### config.mk
export PLATFORM = sky130hd
export DESIGN_NAME = rename_table_unified
export DESIGN_NICKNAME = d
export VERILOG_FILES = /design/src/rtl/rn_pkg.sv /design/src/rtl/rn_decode.sv /design/src/rtl/rn_map_bank.sv /design/src/rtl/rn_min_sel.sv /design/src/rtl/rename_table_unified.sv
export SDC_FILE = /design/constraint.sdc
export NUM_CORES = 1
export LEC_CHECK = 0
export ABC_AREA = 1
export BUFFER_PORTS_ARGS = -buffer_cell sky130_fd_sc_hd__clkbuf_2
export CORE_MARGIN = 5
export CORE_UTILIZATION = 51
export CTS_CLUSTER_SIZE = 24
export DETAILED_ROUTE_END_ITERATION = 8
export PLACE_DENSITY = 0.7
export SETUP_SLACK_MARGIN = 0.1
export SYNTH_ARGS = -nofsm -noshare
export SYNTH_HDL_FRONTEND = slang
export SYNTH_SLANG_ARGS = --single-unit
### constraint.sdc
create_clock -name clk -period 2.3 [get_ports clk]
set_input_delay 0.23 -clock clk [delete_from_list [all_inputs] [get_ports clk]]
set_output_delay 0.23 -clock clk [all_outputs]
set_load 0.01 [all_outputs]
### src/rtl/rn_pkg.sv
package rn_pkg;

  typedef enum logic [1:0] {
    RC_INT  = 2'd0,
    RC_FP   = 2'd1,
    RC_CC   = 2'd2,
    RC_MISC = 2'd3
  } rclass_e;

  typedef enum logic [1:0] {
    OP_NOP    = 2'b00,
    OP_RENAME = 2'b01,
    OP_SET    = 2'b10,
    OP_HOLD   = 2'b11
  } rop_e;

  // Class of a unified index, decided by consecutive ranges.
  function automatic rclass_e class_of(input int unsigned idx, input int unsigned ni,
                                       input int unsigned nf, input int unsigned nc);
    if (idx < ni) return RC_INT;
    if (idx < ni + nf) return RC_FP;
    if (idx < ni + nf + nc) return RC_CC;
    return RC_MISC;
  endfunction

  // Index relative to the first register of its class.
  function automatic int unsigned rel_of(input int unsigned idx, input int unsigned ni,
                                         input int unsigned nf, input int unsigned nc);
    if (idx < ni) return idx;
    if (idx < ni + nf) return idx - ni;
    if (idx < ni + nf + nc) return idx - ni - nf;
    return idx - ni - nf - nc;
  endfunction

  // Fixed physical number given to a miscellaneous register.
  function automatic int unsigned misc_phys(input int unsigned rel, input int unsigned total);
    return rel + total;
  endfunction

  function automatic int unsigned max2(input int unsigned a, input int unsigned b);
    return (a > b) ? a : b;
  endfunction

endpackage

### src/rtl/rn_decode.sv
module rn_decode
  import rn_pkg::*;
#(
  parameter int NI = 8,
  parameter int NF = 8,
  parameter int NC = 4,
  parameter int AW = 5,
  parameter int RW = 4
) (
  input  logic [AW-1:0] idx,
  output rclass_e       cls,
  output logic [RW-1:0] rel
);
  int unsigned u;

  assign u   = 32'(idx);
  assign cls = class_of(u, NI, NF, NC);
  assign rel = RW'(rel_of(u, NI, NF, NC));
endmodule

### src/rtl/rn_map_bank.sv
module rn_map_bank #(
  parameter int N_ARCH = 8,
  parameter int RW     = 4,
  parameter int PW     = 6,
  parameter int BASE   = 0
) (
  input  logic          clk,
  input  logic          rst_n,
  input  logic [RW-1:0] ra_idx,
  output logic [PW-1:0] ra_phys,
  input  logic [RW-1:0] rb_idx,
  output logic [PW-1:0] rb_phys,
  input  logic          we,
  input  logic [RW-1:0] w_idx,
  input  logic [PW-1:0] w_phys
);
  localparam int IW = (N_ARCH > 1) ? $clog2(N_ARCH) : 1;

  logic [PW-1:0] tbl [N_ARCH];

  always_ff @(posedge clk) begin
    if (!rst_n) begin
      for (int i = 0; i < N_ARCH; i++) tbl[i] <= PW'(BASE + i);
    end else if (we && (32'(w_idx) < N_ARCH)) begin
      tbl[w_idx[IW-1:0]] <= w_phys;
    end
  end

  assign ra_phys = (32'(ra_idx) < N_ARCH) ? tbl[ra_idx[IW-1:0]] : '0;
  assign rb_phys = (32'(rb_idx) < N_ARCH) ? tbl[rb_idx[IW-1:0]] : '0;
endmodule

### src/rtl/rn_min_sel.sv
module rn_min_sel #(
  parameter int CW = 5
) (
  input  logic [CW-1:0] a,
  input  logic [CW-1:0] b,
  output logic [CW-1:0] y
);
  assign y = (a < b) ? a : b;
endmodule

### src/rtl/rename_table_unified.sv
module rename_table_unified
  import rn_pkg::*;
#(
  parameter int INT_ARCH  = 8,
  parameter int FP_ARCH   = 8,
  parameter int CC_ARCH   = 4,
  parameter int MISC_ARCH = 4,
  parameter int INT_PHYS  = 16,
  parameter int FP_PHYS   = 16,
  parameter int CC_PHYS   = 8,
  parameter int INT_ZERO  = 0,
  parameter int FP_ZERO   = FP_ARCH,
  parameter int CC_ZERO   = CC_ARCH,
  localparam int ARCH_TOT = INT_ARCH + FP_ARCH + CC_ARCH + MISC_ARCH,
  localparam int PHYS_TOT = INT_PHYS + FP_PHYS + CC_PHYS,
  localparam int AW       = $clog2(ARCH_TOT),
  localparam int PW       = $clog2(PHYS_TOT + MISC_ARCH),
  localparam int MAXA     = int'(max2(max2(INT_ARCH, FP_ARCH), max2(CC_ARCH, MISC_ARCH))),
  localparam int RW       = $clog2(MAXA + 1),
  localparam int CW       = $clog2(int'(max2(INT_PHYS, FP_PHYS)) + 1)
) (
  input  logic            clk,
  input  logic            rst_n,
  input  logic [1:0]      op_code,
  input  logic [AW-1:0]   op_arch,
  input  logic [PW-1:0]   op_set_phys,
  output logic            rsp_ok,
  output logic [PW-1:0]   rsp_new,
  output logic [PW-1:0]   rsp_prev,
  output logic            rename_stall,
  input  logic [AW-1:0]   lk_arch,
  output logic [PW-1:0]   lk_phys,
  input  logic [2:0]      fl_avail,
  input  logic [3*PW-1:0] fl_head,
  output logic [2:0]      fl_pop,
  input  logic [CW-1:0]   int_free_cnt,
  input  logic [CW-1:0]   fp_free_cnt,
  output logic [CW-1:0]   free_min
);

  function automatic int unsigned zero_of(input int c);
    case (c)
      0:       return INT_ZERO;
      1:       return FP_ZERO;
      default: return CC_ZERO;
    endcase
  endfunction

  function automatic int class_arch(input int c);
    case (c)
      0:       return INT_ARCH;
      1:       return FP_ARCH;
      default: return CC_ARCH;
    endcase
  endfunction

  function automatic int class_base(input int c);
    case (c)
      0:       return 0;
      1:       return INT_PHYS;
      default: return INT_PHYS + FP_PHYS;
    endcase
  endfunction

  rop_e          op;
  rclass_e       op_cls, lk_cls;
  logic [RW-1:0] op_rel, lk_rel;
  logic [PW-1:0] rd_a [3];
  logic [PW-1:0] rd_b [3];
  logic [2:0]    wr_en;
  logic [PW-1:0] wr_phys;

  logic [PW-1:0] cur_map, head, op_misc, lk_map;
  logic          avail, zero_hit, is_ren, is_set, is_misc;

  // Named internal events, observed by the bound checker.
  logic ev_alloc, ev_zero_hit, ev_misc, ev_stall, ev_restore;

  assign op = rop_e'(op_code);

  rn_decode #(.NI(INT_ARCH), .NF(FP_ARCH), .NC(CC_ARCH), .AW(AW), .RW(RW)) u_dec_op (
    .idx(op_arch), .cls(op_cls), .rel(op_rel)
  );

  rn_decode #(.NI(INT_ARCH), .NF(FP_ARCH), .NC(CC_ARCH), .AW(AW), .RW(RW)) u_dec_lk (
    .idx(lk_arch), .cls(lk_cls), .rel(lk_rel)
  );

  for (genvar c = 0; c < 3; c++) begin : g_bank
    rn_map_bank #(
      .N_ARCH(class_arch(c)), .RW(RW), .PW(PW), .BASE(class_base(c))
    ) u_bank (
      .clk    (clk),
      .rst_n  (rst_n),
      .ra_idx (op_rel),
      .ra_phys(rd_a[c]),
      .rb_idx (lk_rel),
      .rb_phys(rd_b[c]),
      .we     (wr_en[c]),
      .w_idx  (op_rel),
      .w_phys (wr_phys)
    );
  end

  // Route the class-specific state to the request.
  always_comb begin
    cur_map  = '0;
    head     = '0;
    avail    = 1'b0;
    zero_hit = 1'b0;
    lk_map   = '0;
    for (int c = 0; c < 3; c++) begin
      if (op_cls == rclass_e'(2'(c))) begin
        cur_map  = rd_a[c];
        head     = fl_head[c*PW +: PW];
        avail    = fl_avail[c];
        zero_hit = (32'(op_rel) == zero_of(c));
      end
      if (lk_cls == rclass_e'(2'(c))) lk_map = rd_b[c];
    end
  end

  assign op_misc = PW'(misc_phys(32'(op_rel), PHYS_TOT));
  assign is_ren  = (op == OP_RENAME);
  assign is_set  = (op == OP_SET);
  assign is_misc = (op_cls == RC_MISC);

  assign ev_misc     = is_ren & is_misc;
  assign ev_zero_hit = is_ren & ~is_misc & zero_hit;
  assign ev_stall    = is_ren & ~is_misc & ~zero_hit & ~avail;
  assign ev_alloc    = is_ren & ~is_misc & ~zero_hit & avail;
  assign ev_restore  = is_set & ~is_misc & ~zero_hit;

  assign rsp_ok       = ev_alloc | ev_zero_hit | ev_misc;
  assign rename_stall = ev_stall;
  assign rsp_new      = ev_misc ? op_misc : (ev_alloc ? head : cur_map);
  assign rsp_prev     = ev_misc ? op_misc : cur_map;
  assign wr_phys      = ev_alloc ? head : op_set_phys;

  for (genvar c = 0; c < 3; c++) begin : g_ctl
    assign fl_pop[c] = ev_alloc & (op_cls == rclass_e'(2'(c)));
    assign wr_en[c]  = (ev_alloc | ev_restore) & (op_cls == rclass_e'(2'(c)));
  end

  assign lk_phys = (lk_cls == RC_MISC) ? PW'(misc_phys(32'(lk_rel), PHYS_TOT)) : lk_map;

  rn_min_sel #(.CW(CW)) u_min (
    .a(int_free_cnt), .b(fp_free_cnt), .y(free_min)
  );

endmodule

# [After elaboration in Yosys (flattened, before gate mapping)]
# Memories as Yosys holds them, arrays and structs flattened.
# Cells that the tools add are included.
[classes] add_sub_neg=8 mul=0 n_div=0 magnitude_cmp=11 eq_ne=11 shifts=0 mux=85 n_bitwise=20 reduce_logical=8
[op_table] operator="$mux 6" count=23
[op_table] operator="$eq 4x32->1" count=3
[op_table] operator="$mux 32" count=3
[op_table] operator="$mux 4" count=12
[op_table] operator="$mux 1" count=31
[op_table] operator="$mux 2" count=13
[op_table] operator="$lt 5x5->1 const B" count=4
[op_table] operator="$reduce_or 6->1" count=3
[op_table] operator="$sub 4x4->4 const B" count=4
[op_table] operator="$and 1x1->1" count=14
[op_table] operator="$add 4x6->6 const B" count=2
[op_table] operator="$eq 2x2->1 const B" count=5
[op_table] operator="$lt 5x4->1 const B" count=2
[op_table] operator="$lt 4x3->1 const B" count=2
[op_table] operator="$lt 4x4->1 const B" count=2
[op_table] operator="$sub 4x3->4 const B" count=2
[op_table] operator="$eq 2x1->1 const B" count=3
[op_table] operator="$mux 3" count=2
[op_table] operator="$lt 5x5->1" count=1
[op_table] operator="$mux 5" count=1
[op_table] operator="$logic_not 2->1" count=2
[op_table] operator="$logic_and 1x1->1" count=3
[op_table] operator="$not 1->1" count=3
[op_table] operator="$or 1x1->1" count=3
[word_totals] ff_bits=0 latch_bits=0 ramBits=120 mem_bits_ro=0 output_inout_bits=28 wordCells=146 n_memories=3
[mem_list] memory="g_bank[0].u_bank.tbl" words=8 width=6 rd=2 rd_ports_with_merged_regs=0 wr=8 line_no="rn_map_bank.sv:19" source="logic [PW-1:0] tbl [N_ARCH];"
[mem_list] memory="g_bank[1].u_bank.tbl" words=8 width=6 rd=2 rd_ports_with_merged_regs=0 wr=8 line_no="rn_map_bank.sv:19"
[mem_list] memory="g_bank[2].u_bank.tbl" words=4 width=6 rd=2 rd_ports_with_merged_regs=0 wr=4 line_no="rn_map_bank.sv:19"

# [Depth between registers and ports, before layout]
# Gate-level depths: netlist of run 1.
[logic_depth] word_depth=25 mapped_depth=13 depth_no_buf=11

# [By module]
# A second synthesis of run 1 with hierarchy kept.
[hier_totals] hier_cells=1245 area_unflattened_um2=8563.2
[modules_own_cells] module="rn_map_bank (g_bank[1].u_bank)" n_inst=1 cells_each=413 area_per_inst_um2=3015.4
[modules_own_cells] module="rn_map_bank (g_bank[0].u_bank)" n_inst=1 cells_each=409 area_per_inst_um2=2994.1
[modules_own_cells] module="rn_map_bank (g_bank[2].u_bank)" n_inst=1 cells_each=191 area_per_inst_um2=1458.9
[modules_own_cells] module="rename_table_unified" n_inst=1 cells_each=172 area_per_inst_um2=768.2
[modules_own_cells] module="rn_min_sel" n_inst=1 cells_each=36 area_per_inst_um2=209.0
[modules_own_cells] module="rn_decode" n_inst=2 cells_each=12 area_per_inst_um2=58.8

# [Worst setup path after synthesis of run 1]
# No wires, ideal clock.
[synth_path] path_type="input port to flip-flop" from="input op_arch[2]" to="memory g_bank[1].u_bank.tbl[1][0] (enable)" arrival_ns=1.453 required_time_ns=1.982 slack_ns=0.529 cell_stages=10 n_path_buf=1 path_cell_list="nand2_2 -> nand2_2 -> nor2_4 -> nand2_2 -> nand2_4 -> nand2_4 -> nand2_4 -> buf_12 -> nand4_4 -> nand2_1"
[synth_lines] element="start: declaration" line_no="rename_table_unified.sv:25" source="input logic [AW-1:0] op_arch,"
[synth_lines] element="end: declaration" line_no="rn_map_bank.sv:19"

# [Final worst setup path of run 1]
[layout_path] from="input op_arch[2]" to="output rsp_new[5]"
[layout_via] elab_chain_len=16 word_cells_on_any_way=59 cone_classes="add/sub: 4; order compare: 5; eq/ne: 6; mux: 34; bitwise: 6; reduce/logical: 1; memory: 3"
[layout_rtl] element="branches (longest 15 deep; another with $sub 4x4->4)"
[layout_rtl] element="$mux 6 *" line_no="rename_table_unified.sv:136" source="assign rsp_new = ev_misc ? op_misc : (ev_alloc ? head : cur_map);"
[layout_rtl] element="end: declaration" line_no="rename_table_unified.sv:28" source="output logic [PW-1:0] rsp_new,"
# Every way passes the cells marked *. The select of a mux whose other input is x is not followed.

==> results.cfg, run 1 <==
[timing]
rsz0062_at_grt = yes
finalMaxSlewViolations = 0
hold_violations = 0
min_period_over_period = 0.922
setup_ws_ns = 0.180
timing.fmax_mhz = 472
worst_pin_slew_ns = 0.539
setup_viol = 0
max_slew_margin = 0.640
period_minus_slack_ns = 2.12
fin_setup_tns_ns = 0
holdWs_ns = 0.287

[floorplanning]
die_w_um = 135
die_y_um = 135
num_rows = 45
coreArea_um2 = 15200
ioPinCount = 79
start_util = 0.520
fp.dieArea_um2 = 18100

[critical_path]
critPathMaxStageDelay_ns = 0.36
critPathMostFrequentCell = nand2_1
crit_fanout = 17
worstSetupPathType = primary input to primary output
cp-start-kind = primary input
crit_chain = clkbuf_2 -> inv_1 -> nand3_1 -> nand2_2 -> nand2_1 -> nor2_1 -> nor2_1 -> nand2_1 -> nand3_1 -> nand2_1 -> nand2_1 -> clkbuf_2
cp-end-kind = primary output
cpMaxStageDelayCell = nand2_2
cp_data_required_time_ns = 2.07
arrival_ns = 1.89

[min_path]
hold_path_class = primary input to flip-flop

[global_route]
grt.total_usage = 0.291
overflow = 0
grt_max_degree = 62
grt_pass1_vias = 6797
antenna_found_initial = 0
grt_pass1_wl_um = 38900

[detailed_routing]
drt_iter0_drc = 1059
routed_wl_um = 25900
dr.max_layer_used = met4
drc = 0
routedWlPerCell_um = 19.2
wl_met2_um = 11200
drt-met1-wl_um = 10600
met3_length_um = 3100
vias_per_cell = 5.67
vias = 7656
dr.pass1.iters = 5
ant_nets = 0

[cells_and_area]
diodes = 0
mostFrequentLayoutCells = nand2_1, nor2_1, edfxtp_1
top_regs = g_bank.u_bank.tbl: 120 flops
fin_util = 0.616
largest_register_ffs = 120
layout_commonest_cell = nand2_1
drive_gt1_frac = 0.186
largest_register = g_bank.u_bank.tbl
area_delta_synth_final_pct = 18.4
final_nets = 1204

[pwr]
finalPower_mw = 6.15
p_per_area_nw_per_um2 = 656
vdd_ir_drop_max_mv = 0.578
leakagePower_nw = 4.33

[placement]
place_hpwl_um = 18600
post-place-ws_ns = 0.141
gp_congestion = 1.04
port_buffers = 78

[clock_network]
post_cts_buffers = 0
clock-sinks = 120
clk_path_buf_depth = 2
cts_tree = yes
cts_made_buffers = 17
cts.htree.levels = 4
cts.clk_slew.worst_paths_ns = 0.06
cts-root-buf = clkbuf_16

[logic_synthesis]
synth_edf_count = 120
syn-cell-area_um2 = 7910
synthDistinctLibCells = 36
syn_area_per_cell_um2 = 7.52
yosysWarnings = 0
ys_ff_latch = 120
ys_async_sr_fraction = 0
seq_area_frac_synth = 0.456
synth-main-ff-cell = edfxtp_1
syn_inst = 1052

[run_status]
status = finished clean

[run]
max-cap-violations = 0
[final cells by class]
class                      count  area, um^2
fill                        1369        5830
sequential                   120        3600
inverter                     129         484
multi-input combinational    751        3580
clock inverter                15         113
timing repair buffer         130         931
tap                          188         235
clock buffer                  17         425
[synthesized netlist by cell type (3+ instances only)]
library cell / instances / share of area
nand3b_1: 3 / 0.0028
nand2_2: 8 / 0.0063
buf_4: 4 / 0.0038
buf_2: 13 / 0.0082
o21ai_0: 90 / 0.057
a21oi_1: 66 / 0.042
or2_2: 4 / 0.0032
o221ai_1: 3 / 0.0033
edfxtp_1: 120 / 0.46
o211ai_1: 7 / 0.0066
nor2_2: 5 / 0.0040
nand2_4: 4 / 0.0057
nor2_1: 173 / 0.082
nand3_1: 76 / 0.048
o22ai_1: 4 / 0.0032
clkinv_1: 3 / 0.0014
ha_1: 4 / 0.0063
inv_1: 106 / 0.050
clkbuf_1: 37 / 0.018
nand4_1: 27 / 0.021
inv_2: 20 / 0.0095
nand2_1: 253 / 0.12
nand4_4: 9 / 0.024
[critical path, delay by kind of cell]
| kind | cells | cell delay [ns] |
|---|---|---|
| buf+inv | 3 | 0.37 |
| simple gates | 9 | 1.29 |
[worst paths after layout]
path	startpoint	endpoint	slack, ns	cells past startpoint
setup / recovery	op_arch[2]	rsp_new[5]	0.18	12
hold / removal	op_set_phys[3]	g_bank[2].u_bank.tbl[3][3]	0.29	5
[kinds of logic after synthesis]
kind of cell / after synthesis / share of synthesized area
AND/OR/NAND/NOR: 567 / 0.325
buffers and inverters: 186 / 0.0952
adder cells (fa/ha/maj): 4 / 0.00633
other: 1 / 0.000474
AO/OA/AOI/OAI: 174 / 0.117
flip-flops: 120 / 0.456
[timing repair]
item / in CTS / in global routing
gates resized for setup: 0 / 2
hold buffers: 0 / 0
setup endpoints to repair: 0 / 4
[per-stage QoR]
stage / instance area [um^2] / instances
2_1_floorplan: 7930 / 1057
3_3_place_gp: 8820 / 1318
3_5_place_dp: 8820 / 1318
4_1_cts: 9360 / 1350
5_1_grt: 9370 / 1350
6_report: 9370 / 1350
[where the power goes]
group	switching (mW)	total [mW]	internal [mW]
Combinational	0.766	1.13	0.361
Clock	0.974	2.43	1.46
Sequential	0.0632	2.59	2.53
[per-layer routing]
| metal | global-route usage | vias to the layer above |
|---|---|---|
| li1 | - | 3670 |
| met2 | 0.433 | 476 |
| met1 | 0.396 | 3448 |
| met3 | 0.0823 | 62 |
| met5 | 0 | - |
| met4 | 0.137 | 0 |
(Power assumes the default switching activity.)
==> run 2: changes to the inputs <==
Settings changed: CELL_PAD_IN_SITES_DETAIL_PLACEMENT set to 0, CELL_PAD_IN_SITES_GLOBAL_PLACEMENT set to 1, CORE_UTILIZATION 51 to 40, PLACE_DENSITY 0.7 to 0.77.
Clock period 2.3 ns to 1.92 ns, I/O delays scaled along.
==> results.cfg, run 2 (synthesis results as in run 1) <==
[run_status]
status = finished clean

[clock_network]
cts_made_buffers = 17
clock-sinks = 120
cts.clk_slew.worst_paths_ns = 0.06
cts_tree = yes
clk_path_buf_depth = 2
cts.htree.levels = 4
cts-root-buf = clkbuf_16

[detailed_routing]
drt_iter0_drc = 844
routedWlPerCell_um = 19.3
ant_nets = 0
vias = 8005
vias_per_cell = 5.25
dr.pass1.iters = 6
drc = 0
routed_wl_um = 29400

[placement]
place_hpwl_um = 21600
port_buffers = 78
post-place-ws_ns = -0.151
gp_congestion = 0.966

[timing]
worst_pin_slew_ns = 0.543
hold_violations = 0
holdWs_ns = 0.244
min_period_over_period = 0.989
setup_viol = 0
rsz0062_at_grt = yes
timing.fmax_mhz = 527
fin_setup_tns_ns = 0
setup_ws_ns = 0.0211
finalMaxSlewViolations = 0
period_minus_slack_ns = 1.90
max_slew_margin = 0.638

[critical_path]
arrival_ns = 1.71
cpMaxStageDelayCell = edfxtp_1
crit_fanout = 2
worstSetupPathType = flip-flop to primary output
cp-start-kind = flip-flop
cp-end-kind = primary output
cp_data_required_time_ns = 1.73
critPathMaxStageDelay_ns = 0.42
crit_chain = o21ai_0 -> o21ai_1 -> buf_4 -> nand2_2 -> nand4_1 -> buf_2

[cells_and_area]
area_delta_synth_final_pct = 36.9
layout_commonest_cell = nand2_1
largest_register = g_bank.u_bank.tbl
diodes = 0
final_nets = 1303
drive_gt1_frac = 0.321
fin_util = 0.556
mostFrequentLayoutCells = nand2_1, nor2_1, buf_4
top_regs = g_bank.u_bank.tbl: 120 flops
largest_register_ffs = 120

[global_route]
antenna_found_initial = 0
grtUsageMet3 = 0.0599
grt.total_usage = 0.266
busiest_layer = met2
grt_max_degree = 41
overflow = 0
grt_pass1_vias = 7819
globalRouteMet2Util = 0.423
grt_pass1_wl_um = 44600
gr-usage-met1 = 0.339

[pwr]
vdd_ir_drop_max_mv = 0.471
leakagePower_nw = 5.00
p_per_area_nw_per_um2 = 739

[floorplanning]
ioPinCount = 79
die_y_um = 151
die_w_um = 151
num_rows = 51
start_util = 0.406
fp.dieArea_um2 = 22700
coreArea_um2 = 19500

[min_path]
hold_path_class = primary input to flip-flop

[run]
max-cap-violations = 0
run 2: cell types whose count changed in the layout (fill, tap and decap cells not counted), sizes merged, moves of 2 or more:
cell and delta:
clkinv -5, clkbuf -10, buf +108, clkinvlp -2
inv +6
run 2: critical path: cells and delay by family, from the launching register on:
family | cells | cell delay, ns
flops | 1 | 0.42
buf+inv | 2 | 0.35
compound gates | 2 | 0.28
simple gates | 2 | 0.23
run 2: final timing paths:
kind                                  startpoint                         end  slack [ns]  cells past startpoint
worst max-delay path  g_bank[2].u_bank.tbl[2][4]                  lk_phys[4]        0.02                      6
worst min-delay path              op_set_phys[0]  g_bank[2].u_bank.tbl[0][0]        0.24                      5
run 2: power by group:
part	internal (mW)	switching (mW)	total [mW]
Sequential	3.03	0.0875	3.11
Combinational	0.641	1.02	1.66
Clock	1.94	1.28	3.22
run 2: per-stage QoR:
stage / power (mW) / instance area, um^2 / instances
2_1_floorplan: 3.90 / 7930 / 1057
3_3_place_gp: 4.63 / 9650 / 1476
3_5_place_dp: 4.63 / 9650 / 1476
4_1_cts: 7.94 / 10600 / 1518
5_1_grt: 8.28 / 10800 / 1526
6_report: 8.00 / 10800 / 1526
run 2: per-layer routing:
| metal | routed length [um] | vias up | part of all wire |
|---|---|---|---|
| met5 | 0 | - | 0 |
| met4 | 1430 | 0 | 0.049 |
| li1 | - | 3872 | - |
| met3 | 2610 | 78 | 0.089 |
| met1 | 12200 | 3660 | 0.41 |
| met2 | 13200 | 395 | 0.45 |
run 2: cell type report:
type | count | area [um^2]
clock inverters | 15 | 168
repair buffers | 229 | 1920
well taps | 265 | 332
clock buffers | 17 | 425
inverters | 129 | 488
multi-input cells | 751 | 3890
fillers | 1802 | 8630
flip-flops and latches | 120 | 3600
run 2: repair_timing:
action	4_1_cts	5_1_grt
endpoints found under the setup margin	18	19
gates resized for setup	76	80
gates cloned	3	0
pin swaps	47	51
hold buffers	0	0
buffers inserted	7	8
==> run 3: changes to the inputs <==
--- a/constraint.sdc
+++ b/constraint.sdc
@@ -3,2 +3,2 @@
 set_output_delay 0.192 -clock clk [all_outputs]
-set_load 0.01 [all_outputs]
+set_load 0.02 [all_outputs]
==> results.cfg, run 3 (synthesis results as in run 1) <==
[clock_network]
cts_tree = yes
cts.clk_slew.worst_paths_ns = 0.06
clk_path_buf_depth = 2
cts.htree.levels = 4
clock-sinks = 120
cts_made_buffers = 17
cts_hold_buffers = 0
cts-root-buf = clkbuf_16

[detailed_routing]
drt-met1-wl_um = 12000
routedWlPerCell_um = 18.7
dr.pass1.iters = 5
drt_iter0_drc = 844
routed_wl_um = 28300
vias_per_cell = 5.18
dr.max_layer_used = met4
vias = 7855
wl_met2_um = 13300
drc = 0
met3_length_um = 2200
ant_nets = 0

[pwr]
finalPower_mw = 8.33
leakagePower_nw = 4.98
p_per_area_nw_per_um2 = 767
vdd_ir_drop_max_mv = 0.623

[critical_path]
critPathMostFrequentCell = o21ai_1
cp_data_required_time_ns = 1.73
crit_chain = buf_6 -> a21oi_2 -> o21ai_1 -> o21ai_1 -> nand2_1 -> nand3_2 -> nand3b_1 -> clkbuf_8
critPathMaxStageDelay_ns = 0.42
cp-end-kind = primary output
arrival_ns = 1.76
worstSetupPathType = flip-flop to primary output
crit_fanout = 2
cp-start-kind = flip-flop
cpMaxStageDelayCell = edfxtp_1

[timing]
setup_ws_ns = -0.0296
period_minus_slack_ns = 1.95
max_slew_margin = 0.664
holdWs_ns = 0.257
min_period_over_period = 1.02
fin_setup_tns_ns = -0.0615
finalMaxSlewViolations = 0
hold_violations = 0
worst_pin_slew_ns = 0.502
timing.fmax_mhz = 513
setup_viol = 3
rsz0062_at_grt = yes

[floorplanning]
coreArea_um2 = 19500
die_w_um = 151
die_y_um = 151
ioPinCount = 79
fp.dieArea_um2 = 22700
num_rows = 51
start_util = 0.406

[run_status]
violations = setup timing
status = finished, violations left

[placement]
gp_congestion = 0.979
placed_cell_area_um2 = 9710
post-place-ws_ns = -0.148
dp.cells = 1477
port_buffers = 78
place_hpwl_um = 21700

[cells_and_area]
layout_commonest_cell = nand2_1
final_nets = 1292
finalNonFillerCells = 1515
largest_register = g_bank.u_bank.tbl
drive_gt1_frac = 0.309
largest_register_ffs = 120
top_regs = g_bank.u_bank.tbl: 120 flops
mostFrequentLayoutCells = nand2_1, nor2_1, edfxtp_1
area_delta_synth_final_pct = 37.3
fin_util = 0.558
diodes = 0
final_cell_area_um2 = 10900

[global_route]
grt.total_usage = 0.254
grt_pass1_wl_um = 42800
overflow = 0
grt_max_degree = 30
antenna_found_initial = 0
grt_pass1_vias = 7555

[run]
max-cap-violations = 0

[min_path]
hold_path_class = primary input to flip-flop
[run 3: cell types whose count changed in the layout (fill, tap and decap cells not counted), moves of 4 or more]
cell      previous run  this run
buf_2               11         0
clkbuf_8             0        11
nor2_2              18         9
clkbuf_2            65        57
nand2_2             25        33
nor2_1             159       167
nand2_1            232       225
o21ai_1             20        27
buf_4              121       115
o21ai_2             12         6
inv_6                5         0
nand3_2             20        25
buf_12              23        27
nand3_1             55        51
[run 3: worst paths after layout]
kind / from / to / slack (ns) / cells after the start
worst min-delay path: op_set_phys[5] / g_bank[2].u_bank.tbl[0][5] / 0.26 / 5
worst max-delay path: g_bank[1].u_bank.tbl[4][3] / lk_phys[3] / -0.03 / 8
[run 3: routing by layer]
metal / vias up / GRT usage
met4: 0 / 0.0879
met2: 364 / 0.420
met5: - / 0
met3: 48 / 0.0467
met1: 3599 / 0.335
li1: 3844 / -
[run 3: worst max-delay path, delay by kind of cell (launching register included)]
family | cells | cell delay [ns]
flops | 1 | 0.42
simple gates | 3 | 0.34
buf+inv | 2 | 0.33
compound gates | 3 | 0.24
[run 3: where the power goes]
group,total (mW),leakage [nW],internal [mW],switching (mW)
Clock,3.45,0.296,2.28,1.16
Combinational,1.77,3.51,0.695,1.08
Sequential,3.11,1.16,3.03,0.0811
[run 3: final cells by class]
type	instances	area (um^2)
fillers	1813	8600
multi-input cells	751	3870
flip-flops and latches	120	3600
repair buffers	218	1930
inverters	129	484
clock buffers	18	429
well taps	265	332
clock inverters	14	205
[run 3: what timing repair did]
action	4_1_cts	5_1_grt
endpoints found under the setup margin	20	20
resized for setup	96	82
setup buffers	3	3
pin swaps	44	55
